### src/rtl/irRlePkg.sv
package irRlePkg;
  localparam int RUN_W = 7;
  localparam logic [RUN_W-1:0] RUN_MAX = '1;
  localparam int FLAG_OVF   = 0;
  localparam int FLAG_PKT   = 1;
  localparam int FLAG_AVAIL = 2;
  localparam int FLAG_N     = 3;

  typedef struct packed {
    logic             push;
    logic [RUN_W:0]   data;
    logic             pktEnd;
  } runStb_t;
endpackage

### src/rtl/irRleSampler.sv
module irRleSampler
  import irRlePkg::*;
#(
  parameter int DIV_FAST = 64,
  parameter int DIV_SLOW = 128,
  parameter int FILT_W   = 6,
  parameter int IDLE_W   = 8
) (
  input  logic              clk,
  input  logic              rstN,
  input  logic              irIn,
  input  logic              running,
  input  logic              slowSample,
  input  logic              invert,
  input  logic [FILT_W-1:0] filterLen,
  input  logic [IDLE_W-1:0] idleLen,
  output runStb_t           stb
);
  localparam int DIV_W = $clog2(DIV_SLOW);
  localparam int IDLE_CNT_W = IDLE_W + 8;
  localparam logic [DIV_W-1:0] LIM_FAST = DIV_W'(DIV_FAST - 1);
  localparam logic [DIV_W-1:0] LIM_SLOW = DIV_W'(DIV_SLOW - 1);

  logic syncA, syncB;
  logic [DIV_W-1:0] divCnt;
  logic [DIV_W-1:0] divLim;
  logic tick;
  logic sampleLvl;
  logic filtLvl;
  logic [FILT_W-1:0] pendCnt;
  logic [FILT_W:0] pendNext;
  logic accept, newLvl;
  logic inIdle, runLvl;
  logic [RUN_W-1:0] runLen;
  logic [IDLE_CNT_W-1:0] idleCnt, idleLimit;
  logic idleHit;

  always_ff @(posedge clk or negedge rstN) begin
    if (!rstN) begin
      syncA <= 1'b0;
      syncB <= 1'b0;
    end else begin
      syncA <= irIn;
      syncB <= syncA;
    end
  end

  assign divLim = slowSample ? LIM_SLOW : LIM_FAST;
  assign tick   = running && (divCnt >= divLim);

  always_ff @(posedge clk or negedge rstN) begin
    if (!rstN)                 divCnt <= '0;
    else if (!running || tick) divCnt <= '0;
    else                       divCnt <= divCnt + DIV_W'(1);
  end

  assign sampleLvl = syncB ^ invert;
  assign pendNext  = {1'b0, pendCnt} + (FILT_W+1)'(1);
  assign accept    = (sampleLvl != filtLvl) && (pendNext >= {1'b0, filterLen});
  assign newLvl    = accept ? sampleLvl : filtLvl;

  assign idleLimit = (IDLE_CNT_W'(idleLen) + IDLE_CNT_W'(1)) << 7;
  assign idleHit   = !newLvl && !inIdle && !runLvl &&
                     ((idleCnt + IDLE_CNT_W'(1)) == idleLimit);

  always_comb begin
    stb = '0;
    if (tick && !inIdle) begin
      if (newLvl != runLvl) begin
        stb.push = 1'b1;
        stb.data = {runLvl, runLen};
      end else if (idleHit) begin
        stb.push   = 1'b1;
        stb.data   = {1'b0, runLen};
        stb.pktEnd = 1'b1;
      end else if (runLen == RUN_MAX) begin
        stb.push = 1'b1;
        stb.data = {runLvl, RUN_MAX};
      end
    end
  end

  always_ff @(posedge clk or negedge rstN) begin
    if (!rstN) begin
      filtLvl <= 1'b0;
      pendCnt <= '0;
      inIdle  <= 1'b1;
      runLvl  <= 1'b0;
      runLen  <= '0;
      idleCnt <= '0;
    end else if (!running) begin
      filtLvl <= 1'b0;
      pendCnt <= '0;
      inIdle  <= 1'b1;
      runLvl  <= 1'b0;
      runLen  <= '0;
      idleCnt <= '0;
    end else if (tick) begin
      filtLvl <= newLvl;
      pendCnt <= (sampleLvl != filtLvl && !accept) ? pendNext[FILT_W-1:0] : '0;
      if (inIdle) begin
        if (newLvl) begin
          inIdle  <= 1'b0;
          runLvl  <= 1'b1;
          runLen  <= RUN_W'(1);
          idleCnt <= '0;
        end
      end else if (newLvl != runLvl) begin
        runLvl  <= newLvl;
        runLen  <= RUN_W'(1);
        idleCnt <= newLvl ? '0 : IDLE_CNT_W'(1);
      end else if (idleHit) begin
        inIdle  <= 1'b1;
        runLen  <= '0;
        idleCnt <= '0;
      end else begin
        runLen  <= (runLen == RUN_MAX) ? RUN_W'(1) : runLen + RUN_W'(1);
        idleCnt <= newLvl ? '0 : idleCnt + IDLE_CNT_W'(1);
      end
    end
  end
endmodule

### src/rtl/irRleFifo.sv
module irRleFifo
  import irRlePkg::*;
#(
  parameter int DEPTH_SMALL = 16,
  parameter int DEPTH_LARGE = 64,
  parameter int LVL_W       = 6,
  localparam int PTR_W      = $clog2(DEPTH_LARGE),
  localparam int CNT_W      = PTR_W + 1
) (
  input  logic              clk,
  input  logic              rstN,
  input  runStb_t           stb,
  input  logic              deep,
  input  logic [LVL_W-1:0]  availLevel,
  input  logic [FLAG_N-1:0] irqEn,
  input  logic [FLAG_N-1:0] clrFlags,
  input  logic              rdReady,
  output logic [RUN_W:0]    rdData,
  output logic              rdValid,
  output logic [CNT_W-1:0]  fifoCount,
  output logic [FLAG_N-1:0] statFlags,
  output logic              irq
);
  logic [RUN_W:0] mem [DEPTH_LARGE];
  logic [PTR_W-1:0] wrPtr, rdPtr, ptrMask;
  logic [CNT_W-1:0] depth;
  logic full, doPush, doPop;
  logic [FLAG_N-1:0] setVec;

  assign depth   = deep ? CNT_W'(DEPTH_LARGE) : CNT_W'(DEPTH_SMALL);
  assign ptrMask = deep ? PTR_W'(DEPTH_LARGE - 1) : PTR_W'(DEPTH_SMALL - 1);
  assign full    = fifoCount >= depth;
  assign rdValid = fifoCount != '0;
  assign doPush  = stb.push && !full;
  assign doPop   = rdReady && rdValid;
  assign rdData  = mem[rdPtr];

  always_ff @(posedge clk) begin
    if (doPush) mem[wrPtr] <= stb.data;
  end

  always_ff @(posedge clk or negedge rstN) begin
    if (!rstN) begin
      wrPtr     <= '0;
      rdPtr     <= '0;
      fifoCount <= '0;
    end else begin
      if (doPush) wrPtr <= (wrPtr + PTR_W'(1)) & ptrMask;
      if (doPop)  rdPtr <= (rdPtr + PTR_W'(1)) & ptrMask;
      case ({doPush, doPop})
        2'b10:   fifoCount <= fifoCount + CNT_W'(1);
        2'b01:   fifoCount <= fifoCount - CNT_W'(1);
        default: fifoCount <= fifoCount;
      endcase
    end
  end

  always_comb begin
    setVec             = '0;
    setVec[FLAG_OVF]   = stb.push && full;
    setVec[FLAG_PKT]   = stb.pktEnd;
    setVec[FLAG_AVAIL] = fifoCount > CNT_W'(availLevel);
  end

  always_ff @(posedge clk or negedge rstN) begin
    if (!rstN) statFlags <= '0;
    else       statFlags <= (statFlags & ~clrFlags) | setVec;
  end

  assign irq = |(statFlags & irqEn);
endmodule

### src/rtl/irRleRx.sv
module irRleRx
  import irRlePkg::*;
#(
  parameter int DIV_FAST    = 64,
  parameter int DIV_SLOW    = 128,
  parameter int DEPTH_SMALL = 16,
  parameter int DEPTH_LARGE = 64
) (
  input  logic       clk,
  input  logic       rstN,
  input  logic       irIn,
  input  logic       cfgGlobalEn,
  input  logic       cfgRxEn,
  input  logic       cfgSlowSample,
  input  logic       cfgInvert,
  input  logic [5:0] cfgFilter,
  input  logic [7:0] cfgIdle,
  input  logic       cfgDeepFifo,
  input  logic [5:0] cfgAvailLevel,
  input  logic [2:0] cfgIrqEn,
  input  logic [2:0] clrFlags,
  output logic [7:0] rdData,
  output logic       rdValid,
  input  logic       rdReady,
  output logic [6:0] fifoCount,
  output logic [2:0] statFlags,
  output logic       irq
);
  runStb_t runStb;
  logic running;

  assign running = cfgGlobalEn && cfgRxEn;

  irRleSampler #(
    .DIV_FAST(DIV_FAST), .DIV_SLOW(DIV_SLOW), .FILT_W(6), .IDLE_W(8)
  ) sampler_i (
    .clk(clk), .rstN(rstN), .irIn(irIn), .running(running),
    .slowSample(cfgSlowSample), .invert(cfgInvert),
    .filterLen(cfgFilter), .idleLen(cfgIdle), .stb(runStb)
  );

  irRleFifo #(
    .DEPTH_SMALL(DEPTH_SMALL), .DEPTH_LARGE(DEPTH_LARGE), .LVL_W(6)
  ) fifo_i (
    .clk(clk), .rstN(rstN), .stb(runStb), .deep(cfgDeepFifo),
    .availLevel(cfgAvailLevel), .irqEn(cfgIrqEn), .clrFlags(clrFlags),
    .rdReady(rdReady), .rdData(rdData), .rdValid(rdValid),
    .fifoCount(fifoCount), .statFlags(statFlags), .irq(irq)
  );
endmodule

### config.mk
export PLATFORM = sky130hd
export DESIGN_NAME = irRleRx
export DESIGN_NICKNAME = d
export VERILOG_FILES = /design/src/rtl/irRlePkg.sv /design/src/rtl/irRleSampler.sv /design/src/rtl/irRleFifo.sv /design/src/rtl/irRleRx.sv
export SDC_FILE = /design/constraint.sdc
export NUM_CORES = 1
export LEC_CHECK = 0
export ABC_AREA = 0
export BUFFER_PORTS_ARGS = -buffer_cell sky130_fd_sc_hd__buf_2
export CAP_MARGIN = 20
export CELL_PAD_IN_SITES_DETAIL_PLACEMENT = 1
export CELL_PAD_IN_SITES_GLOBAL_PLACEMENT = 1
export CORE_ASPECT_RATIO = 0.5
export CORE_MARGIN = 2
export CORE_UTILIZATION = 45
export CTS_CLUSTER_SIZE = 16
export DETAILED_ROUTE_END_ITERATION = 12
export PLACE_DENSITY_LB_ADDON = 0.1
export SKIP_LAST_GASP = 1
export SLEW_MARGIN = 15
export SYNTH_ARGS = -nofsm -noshare
export SYNTH_HDL_FRONTEND = slang
export SYNTH_SLANG_ARGS = --single-unit
export TNS_END_PERCENT = 5
### constraint.sdc
create_clock -name clk -period 15 [get_ports clk]
set_input_delay 1.5 -clock clk [delete_from_list [all_inputs] [get_ports clk]]
set_output_delay 1.5 -clock clk [all_outputs]
set_load 0.005 [all_outputs]
==> impl_metrics.tcl, run 1 <==
set metrics [dict create \
    syn_to_final_growth_pct 11.26 \
    share_of_the_yosys_chip_area_belonging_to_registers_pct 70.55 \
    tritoncts.num_buffers 51 \
    cell_variety_after_synth 57 \
    synthesis.nets 1367 \
    min_path_type "flip-flop to flip-flop" \
    globalRoute.totalOverflow 0 \
    post_synth_inst_count 1302 \
    first_global_vias 13230 \
    placementRows 59 \
    crit_path_start "fifo_i.rdPtr[0]" \
    power.static_leakage_nw 8.176 \
    drive_above_1_share_pct 24.70 \
    area.sequential_sq_um 16960 \
    layout.core_utilization_pct 51.08 \
    die_h_um 167.4 \
    cts_hold_repair.buffers 0 \
    io_buffer_count 54 \
    clock_sink_count 575 \
    regToRegEndpoint "fifo_i.mem[9][5]" \
    count_of_nets_left_with_antenna_violations_after_detail_routing 0 \
    setup.worst_path.end_class "output pin" \
    die_x_um 330.8 \
    max-clock-path-buffers 3 \
    ctsRootBufferMaster "sky130_fd_sc_hd__clkbuf_16" \
    clock_skew_ps 18.38 \
    post_synth_instance_area_sq_um 24030 \
    layout_min_cycle_time_ps 5906 \
    synthDominantCellAreaShare_pct 63.98 \
    clock_tree_from_tritoncts "built" \
    number_of_primary_i_o_pins 55 \
    final_min_period_over_clock_period_pct 39.37 \
    layout.filler_cells 4739 \
    final_nets 1431 \
    cts-htree-levels 2 \
    reg2reg_depth 12 \
    clk_pin_slew_worst_paths_ps 70 \
    dpl.hpwl_um 35980 \
    design.die.area_sq_um 55380 \
    core_area_sq_um 52340 \
    postSynthRegisterBits 575 \
    netlist.top_cell.by_area "sky130_fd_sc_hd__edfxtp_1" \
    synth_warnings 0 \
    report.final.slew_viol_count 0 \
    clock.fmax_mhz 169.3 \
    r2r-start "sampler_i.pendCnt[0]" \
    worst-path-max-fanout 46 \
    maximum_number_of_pins_on_one_net_before_global_route_repair 65 \
    grt_first_pass_wirelength_um 87530 \
    clock_latency_ps 580 \
    syn_area_per_cell_sq_um 18.46 \
    synthArstFlopShare_pct 10.96 \
    timing.hold.worst_path_depth 0 \
    power_density_nw_per_um2 139.1 \
    drt_first_pass_iters 5 \
    detail_route.wirelength_um 57640 \
    setup.worst_path.end "rdData[6]" \
    detailedRoute.firstIterationViolations 1143 \
    synth_enable_flop_cells 512 \
    synth_ff_type "sky130_fd_sc_hd__edfxtp_1" \
    post_drt_via_cell_ratio 5.884 \
    multiInputGateArea_sq_um 6769 \
    post-cts-setup-buffers 0 \
    worst_r2r_setup_slack_ps 9490 \
    timing.setup.tns_ps 0 \
    rsz0062_at_grt "false" \
    maxCapViolCount 0 \
    critical_path_arrival_ps 4410 \
    routed_wire_length_per_instance_um 27.35 \
    worst_slew_pin_slew_ps 1026 \
    max_slew_margin_pct 31.52 \
    status "complete, no violations" \
    post_cts_resized 0 \
    cp-start-kind "flip-flop" \
    antenna_found_initial 2 \
    timing.hold.worst.start "sampler_i.syncA" \
    initial_utilization_pct 45.91 \
    routed-via-count 12400 \
    ir_worst_vdd_v 0.00009461 \
    global_route.usage.total_pct 21.65 \
    route.detailed.drc 0 \
    worst-endpoint-required_ps 13500 \
    yosys-top-cells-area "sky130_fd_sc_hd__edfxtp_1, sky130_fd_sc_hd__mux4_2, sky130_fd_sc_hd__dfrtp_1" \
    worst-setup-path-type "flip-flop to output pin" \
    gp_congestion 0.7888 \
    setup_viol 0 \
    final-hold-violation-count 0 \
]
final cells by class:
class,instances,share of cell area (%)
Antenna cell,1,0.009360
Clock buffer,64,5.031
Clock inverter,28,0.8845
Inverter,39,0.5475
Multi-Input combinational cell,628,25.32
Sequential cell,575,63.44
Tap cell,701,3.281
Timing Repair Buffer,71,1.488
power by group:
part	switching, W	internal (W)
Clock	0.000583	0.000691
Combinational	0.000322	0.000302
Sequential	0.0000848	0.00174
metrics by stage:
stage          hold slack, ps  total power (W)  worst slack (ps)  cell area (sq um)  instances
2_1_floorplan           331.2         0.002294              9124              24030       1302
3_3_place_gp            333.7         0.002484              9229              25150       2014
3_5_place_dp            340.2         0.002500              8980              25150       2014
4_1_cts                 355.9         0.003767              8959              26730       2106
5_1_grt                 367.0         0.003871              8766              26730       2106
6_report                353.6         0.003720              9094              26740       2107
layer usage:
| metal | GRT usage, % | wire [um] |
|---|---|---|
| met1 | 32.07 | 26170 |
| met2 | 34.68 | 27580 |
| met3 | 3.199 | 3113 |
| met4 | 4.033 | 764 |
| met5 | 0 | 0 |
worst max-delay path: stages (launching register included):
cell and delay [ps]:
sky130_fd_sc_hd__dfrtp_4 1010, sky130_fd_sc_hd__buf_4 800, sky130_fd_sc_hd__mux4_2 630, sky130_fd_sc_hd__mux4_2 570, sky130_fd_sc_hd__mux4_2 520, sky130_fd_sc_hd__buf_2 140
how the worst min path moves through the flow:
stage / to / slack [ps]
2_1_floorplan: sampler_i.syncB / 330
3_3_place_gp: sampler_i.syncB / 330
3_5_place_dp: sampler_i.syncB / 340
4_1_cts: sampler_i.syncB / 360
5_1_grt: sampler_i.syncB / 370
6_report: sampler_i.syncB / 350
layout by cell type, fill, tap and decap left out, types with 5 or more instances in the layout:
cell / instances
sky130_fd_sc_hd__xor2_1: 15
sky130_fd_sc_hd__nand2_1: 68
sky130_fd_sc_hd__clkinv_1: 8
sky130_fd_sc_hd__nand3_1: 43
sky130_fd_sc_hd__clkbuf_16: 51
sky130_fd_sc_hd__xnor2_1: 32
sky130_fd_sc_hd__mux4_2: 168
sky130_fd_sc_hd__nand4_1: 9
sky130_fd_sc_hd__nor3_1: 16
sky130_fd_sc_hd__o21ai_0: 23
sky130_fd_sc_hd__clkinv_2: 10
sky130_fd_sc_hd__a21oi_4: 8
sky130_fd_sc_hd__clkbuf_1: 11
sky130_fd_sc_hd__o211ai_1: 9
sky130_fd_sc_hd__dfrtp_1: 59
sky130_fd_sc_hd__ha_1: 29
sky130_fd_sc_hd__and2_1: 5
sky130_fd_sc_hd__a21o_1: 5
sky130_fd_sc_hd__nor2_1: 91
sky130_fd_sc_hd__a32o_1: 6
sky130_fd_sc_hd__inv_1: 39
sky130_fd_sc_hd__mux2i_1: 5
sky130_fd_sc_hd__edfxtp_1: 512
sky130_fd_sc_hd__and3_1: 15
sky130_fd_sc_hd__a21oi_1: 19
sky130_fd_sc_hd__buf_2: 54
sky130_fd_sc_hd__a31oi_1: 11
sky130_fd_sc_hd__buf_4: 17
kinds of logic (layout without fill, tap and decap cells):
logic type      after synthesis  in the layout  synth area share, %
other cells                   0              1                    0
fa+ha+maj                    30             30                1.593
mux                         175            175                16.05
buf+inv                      99            202                1.666
xor+xnor                     47             47                1.713
compound gates              112            112                3.374
flops                       575            575                70.55
simple gates                264            264                5.056
synthesized netlist by cell type (6+ instances only):
cell / instances
sky130_fd_sc_hd__nand2_1: 68
sky130_fd_sc_hd__o21ai_0: 23
sky130_fd_sc_hd__a31oi_1: 11
sky130_fd_sc_hd__ha_1: 29
sky130_fd_sc_hd__nor3_1: 16
sky130_fd_sc_hd__edfxtp_1: 512
sky130_fd_sc_hd__nand4_1: 9
sky130_fd_sc_hd__mux4_2: 168
sky130_fd_sc_hd__buf_2: 8
sky130_fd_sc_hd__clkbuf_1: 31
sky130_fd_sc_hd__dfrtp_1: 62
sky130_fd_sc_hd__nand3_1: 43
sky130_fd_sc_hd__o211ai_1: 9
sky130_fd_sc_hd__and3_1: 15
sky130_fd_sc_hd__xor2_1: 15
sky130_fd_sc_hd__a21oi_1: 27
sky130_fd_sc_hd__xnor2_1: 32
sky130_fd_sc_hd__buf_1: 18
sky130_fd_sc_hd__nor2_1: 92
sky130_fd_sc_hd__inv_1: 39
sky130_fd_sc_hd__a32o_1: 6
flip-flops by register name, indices dropped and copies added, names as in the netlist:
register,cells
fifo_i.fifoCount,7
fifo_i.mem,512
fifo_i.rdPtr,6
fifo_i.statFlags,3
fifo_i.wrPtr,6
sampler_i.divCnt,7
sampler_i.filtLvl,1
sampler_i.idleCnt,16
sampler_i.inIdle,1
sampler_i.pendCnt,6
sampler_i.runLen,7
sampler_i.runLvl,1
sampler_i.syncA,1
sampler_i.syncB,1
Note: power is estimated with default switching activity, not from simulation.
==> inputs of run 2 (changes only) <==
ABC_AREA = 1   (was 0)
clock period = 5.2 ns   (was 15 ns; I/O delays follow)
==> impl_metrics.tcl, run 2 <==
set metrics [dict create \
    final_nets 2209 \
    clk_pin_slew_worst_paths_ps 70 \
    critical_path.most_common_cell "sky130_fd_sc_hd__nand2_1" \
    multiInputGateArea_sq_um 6794 \
    pwr-share-seq_pct 41.7 \
    maximum_number_of_pins_on_one_net_before_global_route_repair 179 \
    tritoncts.num_buffers 52 \
    post-cts-setup-buffers 0 \
    clk_network_pwr_share_pct 29.7 \
    p_int_w 0.007964 \
    postSynthRegisterBits 575 \
    critPathSlowestCell "sky130_fd_sc_hd__dfrtp_1" \
    min_path_type "primary input to async pin" \
    core_area_sq_um 53830 \
    maxCapViolCount 0 \
    layout_min_cycle_time_ps 4538 \
    yosys-top-cells-area "sky130_fd_sc_hd__edfxtp_1, sky130_fd_sc_hd__dfrtp_1, sky130_fd_sc_hd__o21ai_0" \
    netlist_top_cells_count "sky130_fd_sc_hd__edfxtp_1, sky130_fd_sc_hd__nor2_1, sky130_fd_sc_hd__o21ai_0" \
    synthArstFlopShare_pct 10.96 \
    final_min_period_over_clock_period_pct 87.28 \
    max_slew_margin_pct 21.61 \
    final-hold-violation-count 0 \
    ctsRootBufferMaster "sky130_fd_sc_hd__clkbuf_16" \
    clock_sink_count 575 \
    layout.core_utilization_pct 50.97 \
    status "complete, no violations" \
    routed-via-count 16880 \
    grt_first_pass_wirelength_um 105100 \
    ir_worst_vdd_v 0.0003039 \
    syn_area_per_cell_sq_um 11.73 \
    area.sequential_sq_um 16960 \
    layout.filler_cells 5528 \
    clock_tree_from_tritoncts "built" \
    worst_slew_pin_slew_ps 1175 \
    antenna_found_initial 2 \
    synthesis.nets 2158 \
    worst-endpoint-required_ps 5680 \
    commonest_cells_after_routing_fill_and_taps_aside "sky130_fd_sc_hd__edfxtp_1, sky130_fd_sc_hd__nor2_1, sky130_fd_sc_hd__o21ai_0" \
    drive_above_1_share_pct 10.24 \
    placementRows 60 \
    die_x_um 334.3 \
    detailedRoute.firstIterationViolations 1629 \
    routed_wire_length_per_instance_um 23.67 \
    first_global_vias 17110 \
    total_switching_power_w 0.004509 \
    initial_utilization_pct 45.60 \
    io_buffer_count 54 \
    synth_ff_type "sky130_fd_sc_hd__edfxtp_1" \
    netlist.top_cell.by_area "sky130_fd_sc_hd__edfxtp_1" \
    synthMostInstantiatedCell "sky130_fd_sc_hd__edfxtp_1" \
    clock.fmax_mhz 220.3 \
    dpl.hpwl_um 41630 \
    max_flop_register "fifo_i.mem" \
    max-clock-path-buffers 3 \
    drt_first_pass_iters 5 \
    report.final.slew_viol_count 0 \
    cts-htree-levels 2 \
    post_drt_via_cell_ratio 5.820 \
    count_of_nets_left_with_antenna_violations_after_detail_routing 0 \
    setup_viol 0 \
    slowest_delay_ps 410 \
    synth_enable_flop_cells 512 \
    post_synth_inst_count 2093 \
    worst-setup-path-type "flip-flop to flip-flop" \
    power_switching_share_pct 36.15 \
    number_of_primary_i_o_pins 55 \
    power.static_leakage_nw 8.581 \
    globalRoute.totalOverflow 0 \
    synth_warnings 0 \
    global_route.usage.total_pct 24.45 \
    clock_skew_ps 21.03 \
    setup.worst_path.end_class "flip-flop" \
    clock_latency_ps 610 \
    mostFrequentLayoutCell "sky130_fd_sc_hd__edfxtp_1" \
    die_h_um 169.1 \
    timing.setup.tns_ps 0 \
    largest_registers "fifo_i.mem x512, sampler_i.idleCnt x16" \
    power_density_nw_per_um2 454.6 \
    cp-start-kind "flip-flop" \
    syn_to_final_growth_pct 11.78 \
    cell_variety_after_synth 44 \
    pwr-share-comb_pct 28.7 \
    detail_route.wirelength_um 68660 \
    gp_congestion 0.7712 \
    route.detailed.drc 0 \
    design.die.area_sq_um 56540 \
    critical_path_arrival_ps 5020 \
    synthDominantCellAreaShare_pct 62.64 \
    rsz0062_at_grt "false" \
    flip_flop_count_of_the_largest_register_all_copies_and_words_added 512 \
    share_of_the_yosys_chip_area_belonging_to_registers_pct 69.06 \
    post_synth_instance_area_sq_um 24550 \
    worst-path-max-fanout 8 \
]
## run 2: cell types whose count changed after synthesis, sizes merged, moves of 12 or more
cell / change
o21ai: +254
nand4: +27
clkbuf: +73
buf: -20
o22ai: +96
and3: -14
mux4: -168
nor3: +12
xnor2: -28
nand3: +50
o221ai: +52
nand2: +143
nor2: +270
inv: +75
## run 2: area by class of cell
class	count	area share, %
clock inverter	19	0.6293
multi-input combinational	1285	24.76
tap	713	3.251
inverter	120	1.678
timing repair buffer	110	2.718
clock buffer	78	5.135
sequential	575	61.82
antenna	1	0.009120
## run 2: repair_timing
item | CTS | global route
hold buffers | 1 | 0
endpoints found under the setup margin | 0 | 1
resized for setup | 0 | 4
hold endpoints to repair | 1 | 0
## run 2: routing by layer
metal  track usage [%]  wire [um]  vias up  part of all wire, %
met1             35.93      31660     8653                   46
met2             38.71      31760      395                   46
met5                 0         11        -                0.016
met4             5.542       1411        2                  2.1
li1                  -          -     7740                    -
met3             3.565       3811       93                  5.6
## run 2: kinds of logic (layout without fill, tap and decap cells)
family,count (synthesis),count (layout),synth area share [%]
AND/OR/NAND/NOR,738,738,13.10
flip-flops,575,575,69.06
AO/OA/AOI/OAI,496,496,11.88
buffers and inverters,233,327,3.655
adder cells (fa/ha/maj),30,30,1.560
XOR/XNOR,21,21,0.7493
other,0,1,0
## run 2: through the flow
stage	setup slack (ps)	std cells	power [W]	cell area, sq um	hold slack [ps]
after floorplan	706.0	2093	0.007357	24550	224.4
after global placement	411.6	2802	0.008795	25820	347.3
after detailed placement	305.3	2802	0.008856	25820	337.8
after CTS	275.5	2900	0.01253	27410	50.81
after global routing	91.22	2900	0.01304	27440	84.40
final	661.5	2901	0.01247	27440	27.19
## run 2: power groups by stage
stage                     combinational, W  sequential (W)  clock, W
after CTS                          0.00358         0.00520   0.00376
after global routing               0.00390         0.00520   0.00393
after floorplan                    0.00220         0.00516         0
after detailed placement           0.00356         0.00530         0
after global placement             0.00350         0.00529         0
final                              0.00357         0.00520   0.00370
## run 2: worst paths after layout
kind,start,to,slack (ps),depth (start not counted)
setup / recovery,sampler_i.pendCnt[0],fifo_i.fifoCount[6],660,33
hold / removal,rstN,sampler_i.pendCnt[1],30,1
setup reg to reg,sampler_i.pendCnt[0],fifo_i.fifoCount[6],660,33
hold reg to reg,sampler_i.syncA,sampler_i.syncB,360,0
max in group asynchronous,rstN,fifo_i.rdPtr[1],4490,1
min in group clk,clrFlags[1],fifo_i.statFlags[1],110,2
## run 2: worst max-delay path: cells and delay by family (launching register included)
family                   cells  cell delay, ps
buffers and inverters        6             520
AND/OR/NAND/NOR             19            1940
flip-flops                   1             410
adder cells (fa/ha/maj)      3             890
AO/OA/AOI/OAI                3             320
XOR/XNOR                     2             330
